==> src/rtl/sd_block_mover_pkg.sv <==
package sd_block_mover_pkg;

  localparam int LANES = 4;
  localparam int CRC_W = 16;
  localparam logic [CRC_W-1:0] CRC_POLY = 16'h1021;

  typedef enum logic [3:0] {
    ST_IDLE, ST_GAP, ST_WSTART, ST_DATA, ST_CRC, ST_WEND,
    ST_TOKWAIT, ST_TOKEN, ST_BUSY, ST_RSTART, ST_REND
  } stateT;

  typedef enum logic [1:0] { OUT_START, OUT_DATA, OUT_CRC, OUT_END } outSelT;

  typedef struct packed {
    logic   clearStatus;
    logic   clearCrc;
    logic   loadWord;
    logic   shiftData;
    logic   crcShift;
    logic   crcCheck;
    logic   wordEnd;
    logic   grabToken;
    logic   judgeToken;
    logic   finish;
    logic   drive;
    outSelT outSel;
  } strobeT;

  function automatic logic [CRC_W-1:0] crcStep(logic [CRC_W-1:0] c, logic b);
    logic fb;
    fb = b ^ c[CRC_W-1];
    return {c[CRC_W-2:0], 1'b0} ^ (fb ? CRC_POLY : '0);
  endfunction

  function automatic logic [LANES-1:0] swapLanes(logic [LANES-1:0] v, logic en);
    return en ? {v[3], v[2], v[0], v[1]} : v;
  endfunction

endpackage

==> src/rtl/sd_block_mover_ctrl.sv <==
module sd_block_mover_ctrl
  import sd_block_mover_pkg::*;
#(
  parameter int BITS_W = 14,
  parameter int CNT_W  = 8,
  parameter int GAP_W  = 6,
  parameter int WORD_W = 32
) (
  input  logic              clk,
  input  logic              rstN,
  input  logic              start,
  input  logic              isWrite,
  input  logic              wideBus,
  input  logic [CNT_W-1:0]  blockCountM1,
  input  logic [BITS_W-1:0] blockBits,
  input  logic [GAP_W-1:0]  gapClocks,
  input  logic              startSeen,
  input  logic              dat0,
  output strobeT            stb,
  output logic              busy,
  output logic              done
);
  localparam int CRC_PAD    = CRC_W - 1;
  localparam int WIDE_SH    = $clog2(WORD_W / LANES);
  localparam int NARROW_SH  = $clog2(WORD_W);
  localparam int TOKEN_LAST = 3;

  stateT             state;
  logic [BITS_W-1:0] cnt;
  logic [CNT_W-1:0]  blkLeft;
  logic [BITS_W-1:0] dataLast;
  logic              wordEnd;
  logic              lastBlk;

  assign dataLast = wideBus ? (((blockBits - BITS_W'(LANES * CRC_PAD)) >> 2) - BITS_W'(1))
                            : (blockBits - BITS_W'(CRC_PAD + 1));
  assign wordEnd  = wideBus ? (&cnt[WIDE_SH-1:0]) : (&cnt[NARROW_SH-1:0]);
  assign lastBlk  = (blkLeft == '0);
  assign busy     = (state != ST_IDLE);

  always_comb begin
    stb = '0;
    case (state)
      ST_IDLE: begin
        stb.clearStatus = start;
        stb.clearCrc    = start;
      end
      ST_WSTART: begin
        stb.drive    = 1'b1;
        stb.outSel   = OUT_START;
        stb.loadWord = 1'b1;
        stb.clearCrc = 1'b1;
      end
      ST_DATA: begin
        stb.shiftData = 1'b1;
        stb.wordEnd   = wordEnd;
        stb.drive     = isWrite;
        stb.outSel    = OUT_DATA;
        stb.loadWord  = isWrite && wordEnd && (cnt != dataLast);
      end
      ST_CRC: begin
        stb.crcShift = 1'b1;
        stb.drive    = isWrite;
        stb.outSel   = OUT_CRC;
        stb.crcCheck = !isWrite;
      end
      ST_WEND: begin
        stb.drive  = 1'b1;
        stb.outSel = OUT_END;
      end
      ST_TOKEN: begin
        stb.grabToken  = (cnt < BITS_W'(TOKEN_LAST));
        stb.judgeToken = (cnt == BITS_W'(TOKEN_LAST));
      end
      ST_BUSY:   stb.finish   = dat0 && lastBlk;
      ST_RSTART: stb.clearCrc = 1'b1;
      ST_REND:   stb.finish   = lastBlk;
      default: ;
    endcase
  end

  always_ff @(posedge clk or negedge rstN) begin
    if (!rstN) begin
      state   <= ST_IDLE;
      cnt     <= '0;
      blkLeft <= '0;
      done    <= 1'b0;
    end else begin
      done <= stb.finish;
      case (state)
        ST_IDLE: if (start) begin
          blkLeft <= blockCountM1;
          cnt     <= '0;
          if (!isWrite)              state <= ST_RSTART;
          else if (gapClocks == '0)  state <= ST_WSTART;
          else                       state <= ST_GAP;
        end
        ST_GAP: begin
          if (cnt[GAP_W-1:0] + 1'b1 == gapClocks) state <= ST_WSTART;
          else cnt <= cnt + 1'b1;
        end
        ST_WSTART: begin
          cnt   <= '0;
          state <= ST_DATA;
        end
        ST_DATA: begin
          if (cnt == dataLast) begin
            cnt   <= '0;
            state <= ST_CRC;
          end else cnt <= cnt + 1'b1;
        end
        ST_CRC: begin
          if (cnt == BITS_W'(CRC_W - 1)) begin
            cnt   <= '0;
            state <= isWrite ? ST_WEND : ST_REND;
          end else cnt <= cnt + 1'b1;
        end
        ST_WEND: state <= ST_TOKWAIT;
        ST_TOKWAIT: if (!dat0) begin
          cnt   <= '0;
          state <= ST_TOKEN;
        end
        ST_TOKEN: begin
          if (cnt == BITS_W'(TOKEN_LAST)) state <= ST_BUSY;
          else cnt <= cnt + 1'b1;
        end
        ST_BUSY: if (dat0) begin
          cnt <= '0;
          if (lastBlk) state <= ST_IDLE;
          else begin
            blkLeft <= blkLeft - 1'b1;
            state   <= (gapClocks == '0) ? ST_WSTART : ST_GAP;
          end
        end
        ST_RSTART: if (startSeen) begin
          cnt   <= '0;
          state <= ST_DATA;
        end
        ST_REND: begin
          if (lastBlk) state <= ST_IDLE;
          else begin
            blkLeft <= blkLeft - 1'b1;
            state   <= ST_RSTART;
          end
        end
        default: state <= ST_IDLE;
      endcase
    end
  end
endmodule

==> src/rtl/sd_block_mover_dp.sv <==
module sd_block_mover_dp
  import sd_block_mover_pkg::*;
#(
  parameter int WORD_W = 32,
  parameter int TOK_W  = 3
) (
  input  logic              clk,
  input  logic              rstN,
  input  strobeT            stb,
  input  logic              isWrite,
  input  logic              wideBus,
  input  logic              laneSwap,
  input  logic [TOK_W-1:0]  expectToken,
  input  logic [LANES-1:0]  datIn,
  output logic [LANES-1:0]  datOut,
  output logic [LANES-1:0]  datOe,
  input  logic [WORD_W-1:0] wordIn,
  output logic              wordInReady,
  output logic [WORD_W-1:0] wordOut,
  output logic              wordOutValid,
  output logic              startSeen,
  output logic              dat0,
  output logic              readCrcOk,
  output logic              writeCrcOk
);
  logic [LANES-1:0]  logicIn, txBits, logicOut, laneMask, crcTop, mismatch;
  logic [WORD_W-1:0] txShift, rxWord;
  logic [TOK_W-1:0]  tokenShift;
  logic              sawBad, rxValid;

  assign logicIn   = swapLanes(datIn, laneSwap);
  assign laneMask  = wideBus ? '1 : LANES'(1);
  assign txBits    = wideBus ? txShift[WORD_W-1 -: LANES] : {{(LANES-1){1'b1}}, txShift[WORD_W-1]};
  assign startSeen = wideBus ? (logicIn == '0) : !logicIn[0];
  assign dat0      = logicIn[0];

  always_comb begin
    case (stb.outSel)
      OUT_START: logicOut = '0;
      OUT_DATA:  logicOut = txBits;
      OUT_CRC:   logicOut = crcTop;
      default:   logicOut = '1;
    endcase
  end

  assign datOut       = swapLanes(logicOut, laneSwap);
  assign datOe        = swapLanes(stb.drive ? laneMask : '0, laneSwap);
  assign wordInReady  = stb.loadWord;
  assign wordOut      = rxWord;
  assign wordOutValid = rxValid;

  for (genvar i = 0; i < LANES; i++) begin : g_lane
    logic [CRC_W-1:0] crc;
    logic             feed;
    assign feed = isWrite ? txBits[i] : logicIn[i];
    always_ff @(posedge clk or negedge rstN) begin
      if (!rstN)              crc <= '0;
      else if (stb.clearCrc)  crc <= '0;
      else if (stb.shiftData) crc <= crcStep(crc, feed);
      else if (stb.crcShift)  crc <= {crc[CRC_W-2:0], 1'b0};
    end
    assign crcTop[i]   = crc[CRC_W-1];
    assign mismatch[i] = stb.crcCheck && laneMask[i] && (logicIn[i] != crc[CRC_W-1]);
  end

  always_ff @(posedge clk or negedge rstN) begin
    if (!rstN) begin
      txShift    <= '0;
      rxWord     <= '0;
      rxValid    <= 1'b0;
      tokenShift <= '0;
      sawBad     <= 1'b0;
      readCrcOk  <= 1'b0;
      writeCrcOk <= 1'b0;
    end else begin
      rxValid <= stb.shiftData && !isWrite && stb.wordEnd;
      if (stb.loadWord) txShift <= wordIn;
      else if (stb.shiftData && isWrite)
        txShift <= wideBus ? {txShift[WORD_W-LANES-1:0], {LANES{1'b0}}} : {txShift[WORD_W-2:0], 1'b0};
      if (stb.shiftData && !isWrite)
        rxWord <= wideBus ? {rxWord[WORD_W-LANES-1:0], logicIn} : {rxWord[WORD_W-2:0], logicIn[0]};
      if (stb.grabToken) tokenShift <= {tokenShift[TOK_W-2:0], logicIn[0]};
      if (stb.clearStatus) begin
        sawBad     <= 1'b0;
        readCrcOk  <= 1'b0;
        writeCrcOk <= 1'b0;
      end else begin
        if ((|mismatch) || (stb.judgeToken && tokenShift != expectToken)) sawBad <= 1'b1;
        if (stb.finish) begin
          readCrcOk  <= !isWrite && !sawBad;
          writeCrcOk <= isWrite && !sawBad;
        end
      end
    end
  end
endmodule

==> src/rtl/sd_block_mover.sv <==
module sd_block_mover
  import sd_block_mover_pkg::*;
#(
  parameter int BITS_W = 14,
  parameter int CNT_W  = 8,
  parameter int GAP_W  = 6,
  parameter int TOK_W  = 3,
  parameter int WORD_W = 32
) (
  input  logic              clk,
  input  logic              rstN,
  input  logic              start,
  input  logic              isWrite,
  input  logic              wideBus,
  input  logic              laneSwap,
  input  logic [CNT_W-1:0]  blockCountM1,
  input  logic [BITS_W-1:0] blockBits,
  input  logic [GAP_W-1:0]  gapClocks,
  input  logic [TOK_W-1:0]  expectToken,
  input  logic [3:0]        datIn,
  output logic [3:0]        datOut,
  output logic [3:0]        datOe,
  input  logic [WORD_W-1:0] wordIn,
  output logic              wordInReady,
  output logic [WORD_W-1:0] wordOut,
  output logic              wordOutValid,
  output logic              busy,
  output logic              done,
  output logic              readCrcOk,
  output logic              writeCrcOk
);
  strobeT stb;
  logic   startSeen, dat0;

  sd_block_mover_ctrl #(.BITS_W(BITS_W), .CNT_W(CNT_W), .GAP_W(GAP_W), .WORD_W(WORD_W)) ctrl_i (
    .clk(clk), .rstN(rstN), .start(start), .isWrite(isWrite), .wideBus(wideBus),
    .blockCountM1(blockCountM1), .blockBits(blockBits), .gapClocks(gapClocks),
    .startSeen(startSeen), .dat0(dat0), .stb(stb), .busy(busy), .done(done)
  );

  sd_block_mover_dp #(.WORD_W(WORD_W), .TOK_W(TOK_W)) dp_i (
    .clk(clk), .rstN(rstN), .stb(stb), .isWrite(isWrite), .wideBus(wideBus),
    .laneSwap(laneSwap), .expectToken(expectToken), .datIn(datIn), .datOut(datOut),
    .datOe(datOe), .wordIn(wordIn), .wordInReady(wordInReady), .wordOut(wordOut),
    .wordOutValid(wordOutValid), .startSeen(startSeen), .dat0(dat0),
    .readCrcOk(readCrcOk), .writeCrcOk(writeCrcOk)
  );
endmodule

==> config.mk <==
export PLATFORM = sky130hd
export DESIGN_NAME = sd_block_mover
export DESIGN_NICKNAME = d
export VERILOG_FILES = /design/src/rtl/sd_block_mover_pkg.sv /design/src/rtl/sd_block_mover_ctrl.sv /design/src/rtl/sd_block_mover_dp.sv /design/src/rtl/sd_block_mover.sv
export SDC_FILE = /design/constraint.sdc
export NUM_CORES = 1
export LEC_CHECK = 0
export ABC_CLOCK_PERIOD_IN_PS = 4600
export CORE_ASPECT_RATIO = 1.75
export CORE_MARGIN = 2
export CORE_UTILIZATION = 30
export CTS_CLUSTER_SIZE = 24
export DETAILED_ROUTE_END_ITERATION = 10
export DONT_BUFFER_PORTS = 1
export GPL_ROUTABILITY_DRIVEN = 0
export HOLD_SLACK_MARGIN = 0.06
export PLACE_DENSITY = 0.48
export SYNTH_ARGS = -nofsm -noshare
export SYNTH_HDL_FRONTEND = slang
export SYNTH_HIERARCHICAL = 1
export SYNTH_SLANG_ARGS = --single-unit
==> constraint.sdc <==
create_clock -name clk -period 4.6 [get_ports clk]
set_clock_uncertainty 0.05 [all_clocks]
set_input_delay 0.69 -clock clk [delete_from_list [all_inputs] [get_ports clk]]
set_output_delay 0.69 -clock clk [all_outputs]
set_load 0.05 [all_outputs]
==> flow_summary.yaml <==
status:
  status: "completed"
sta:
  worst_pin_slew_ns: 0.997
  final_max_slew_viol_count: 0
  hold_viol_final: 0
  finalSetupViolCount: 0
  timing.final.crit_share: 0.918
  fmax_mhz: 237
  holdWs_ns: 0.187
  relSlewSlack: 0.331
  fin_setup_tns_ns: 0
  rsz0062_at_grt: "no"
  post-route-min-period_ns: 4.22
synth:
  syn-instance-count: 1181
  synth-simple-area-share: 0.227
  synthArstFlopShare: 1.00
  yosysSeqAreaShare: 0.407
  synth_ff_type: "dfrtp_1"
  syn_area_per_cell_sq_um: 8.43
  synth_area_sq_um: 9960
  ys_ff_latch: 162
  synth_fa_ha_area_frac: 0.00880
  synth_top_family_by_area: "simple AND/OR/NAND/NOR gates"
  synth_compound_area_frac: 0.185
  synthMuxAreaShare: 0.0679
  synth_nets: 1261
  yosys_warnings: 6
  ys_types: 79
  synth_xor_area_frac: 0.0516
  synth_edf_count: 0
cts:
  htreeDepth: 4
  cts_sinks: 162
  clk_latency_ns: 0.44
  cts_buffers: 17
  cts_tree: "yes"
  clockBufferDepth: 2
  clkSlewWorstSetupHoldPaths_ns: 0.07
  cts-root-buf: "clkbuf_16"
floorplan:
  start_util: 0.303
  coreArea_sq_um: 32800
  design.die.area_sq_um: 34700
  row_count: 88
  die_y_microns: 245
  die_x_microns: 142
  boundaryPins: 119
pwr:
  switching_power_uw: 3120
  power_switching_share: 0.462
  power.leakage_uw: 0.00441
  p_seq_frac: 0.426
  power_frac_clock: 0.201
  powerDensity_nw_per_um2: 623
  p_int_uw: 3630
  p_total_uw: 6740
  vdd_ir_drop_max_v: 0.000403
  p_comb_frac: 0.373
placed_design:
  dp_hpwl_mm: 18.3
  port_buffers: 0
setup_path:
  critPathKind: "in -> out"
  path_delay_family: "simple AND/OR/NAND/NOR gates"
  r2r_slack_ns: 1.26
  reg2reg_from: "ctrl_i/cnt[6]"
  r2r_cells: 12
  cp_data_required_time_ns: 3.86
  reg2reg_to: "dp_i/txShift[22]"
  slowest_stage: "a311oi_1"
  critical_path_depth: 10
  critPathLaunchType: "primary input"
  path_max_fanout: 12
  path_buf_inv: 0
  arrival_ns: 3.48
  slowest_delay_ns: 0.44
  cp_common_cell: "nand2_1"
  cp-end-kind: "output port"
  worstPathCellList: "ha_1 -> nand2_1 -> a211oi_1 -> nand3_1 -> nor3_1 -> nand4_1 -> a311oi_1 -> nand2_1 -> nor3_2 -> o21ai_4"
final_layout:
  post-route-util: 0.330
  nFillCells: 3481
  nets: 1204
  syn_to_final_growth_pct: 8.65
  drive_gt1_frac: 0.0686
  diodes: 0
grt:
  grt.overflow.total: 0
  track_usage: 0.152
  grt_max_degree: 163
  grt_pass1_wl_mm: 42.1
  grt_pass1_vias: 7848
  antenna_found_initial: 0
run:
  cap_viol_max_count: 0
detailed_routing:
  drt_iter0_drc: 426
  dr_total_vias: 7959
  detail-route-antenna-nets: 0
  routedWlPerCell_microns: 16.8
  route.detailed.drc: 0
  totalWireLength_mm: 25.9
  via_per_inst: 5.16
  dr.pass1.iters: 4
min_path:
  hp-class: "in -> async"
[synth_stat cells, drive strengths merged, types with 5 or more instances]
cell      n  area share
dfrtp   162        0.41
a21oi    66       0.033
a211oi   17       0.013
nand3b    5      0.0038
nor2b    14      0.0088
o31ai     9      0.0068
nor2     85       0.032
clkbuf   56       0.021
mux2i    64       0.066
o22ai     5      0.0031
ha        7      0.0088
xnor2    39       0.034
or3      10      0.0063
inv      27       0.010
a22o      7      0.0062
nor3     28       0.016
buf      40       0.020
nor4     21       0.016
nand2b   68       0.043
xor2     17       0.015
nor3b     9      0.0068
o211ai    8      0.0060
or2       5      0.0031
nand3    20       0.010
a31oi    10      0.0063
nand2   165       0.062
o21ai   154       0.077
[layout make-up]
| type | count | area [sq um] | area share |
|---|---|---|---|
| flip-flops and latches | 162 | 4050 | 0.375 |
| well taps | 405 | 507 | 0.0468 |
| clock buffers | 20 | 457 | 0.0422 |
| repair buffers | 20 | 170 | 0.0157 |
| multi-input cells | 895 | 5430 | 0.502 |
| inverters | 28 | 105 | 0.00972 |
| clock inverters | 12 | 98.8 | 0.00914 |
[kinds of logic (layout without fill, tap and decap cells)]
logic type | Yosys count | after routing
xor+xnor | 57 | 57
compound gates | 310 | 310
simple gates | 455 | 455
buf+inv | 124 | 80
fa+ha+maj | 7 | 7
flops | 162 | 162
mux | 66 | 66
[layout by cell type (no fill, tap or decap), types with 4 or more instances in the layout]
master	synthesis	layout
nand2_1	165	164
dfrtp_1	162	162
o21ai_0	141	139
nor2_1	85	85
nand2b_1	68	67
a21oi_1	66	65
mux2i_1	63	63
xnor2_1	39	39
inv_1	26	26
nor3_1	25	22
nand3_1	20	20
buf_4	3	19
nor4_1	18	18
clkbuf_16	0	17
a211oi_1	17	17
xor2_1	17	17
nor2b_1	14	14
o21ai_1	13	14
or3_1	10	10
a31oi_1	10	10
o31ai_1	9	9
nor3b_1	9	9
o211ai_1	8	8
a22o_1	7	7
ha_1	7	7
nor3_2	3	6
nand3b_1	5	5
o22ai_1	5	5
clkinvlp_4	0	4
inv_6	0	4
and3_1	4	4
and2_1	4	4
and4_1	4	4
or2_2	4	4
[per-stage QoR]
step,setup WS [ns],std cells,instance area [sq um]
floorplan,0.729,1181,9960
global placement,0.395,1509,10200
detailed placement,0.241,1509,10200
CTS,0.240,1542,10800
global route,0.0688,1542,10800
finish,0.379,1542,10800
[power groups by stage]
stage	Clock, uW	Sequential [uW]	Combinational (uW)
after floorplan	0	2630	2160
after global placement	0	2900	2480
after detailed placement	0	2910	2520
after CTS	1400	2880	2550
after global routing	1460	2970	2880
final	1350	2870	2520
[flip-flops by register name, summed over array words and instances, names as in the netlist]
name and count:
ctrl_i/blkLeft 8, ctrl_i/cnt 14, ctrl_i/done 1, ctrl_i/state 4, dp_i/g_lane.crc 64, dp_i/readCrcOk 1
dp_i/sawBad 1, dp_i/tokenShift 3, dp_i/txShift 32, dp_i/wordOut 32, dp_i/wordOutValid 1, dp_i/writeCrcOk 1
[repair_timing]
action,4_1_cts,5_1_grt
setup buffers,0,0
endpoints found under the hold margin,162,0
hold buffers,1,0
gates resized for setup,0,1
endpoints found under the setup margin,0,1
[worst max path at each step]
stage                 startpoint     endpoint  slack, ns
floorplan           blockBits[2]  wordInReady       0.73
global placement    blockBits[2]  wordInReady       0.39
detailed placement  blockBits[2]  wordInReady       0.24
CTS                 blockBits[2]  wordInReady       0.24
global route        blockBits[2]  wordInReady       0.07
finish              blockBits[2]  wordInReady       0.38
[routing by layer]
metal | global-route usage | part of all wire
met3 | 0.0343 | 0.049
met1 | 0.175 | 0.41
met5 | 0 | 0
met2 | 0.271 | 0.52
met4 | 0.0579 | 0.021
[worst reg2reg max path: stages, from the launching register on]
cell and delay (ns):
dfrtp_1 0.49, xor3_1 0.42, nor4_1 0.22, a21oi_1 0.09, a2111oi_2 0.35, o2111ai_1 0.27, nor4_2 0.27, nand2b_1 0.14
nor3_2 0.23, o21ai_4 0.19, buf_4 0.30, nand2_1 0.11, o21ai_0 0.07
(Power assumes the default switching activity.)
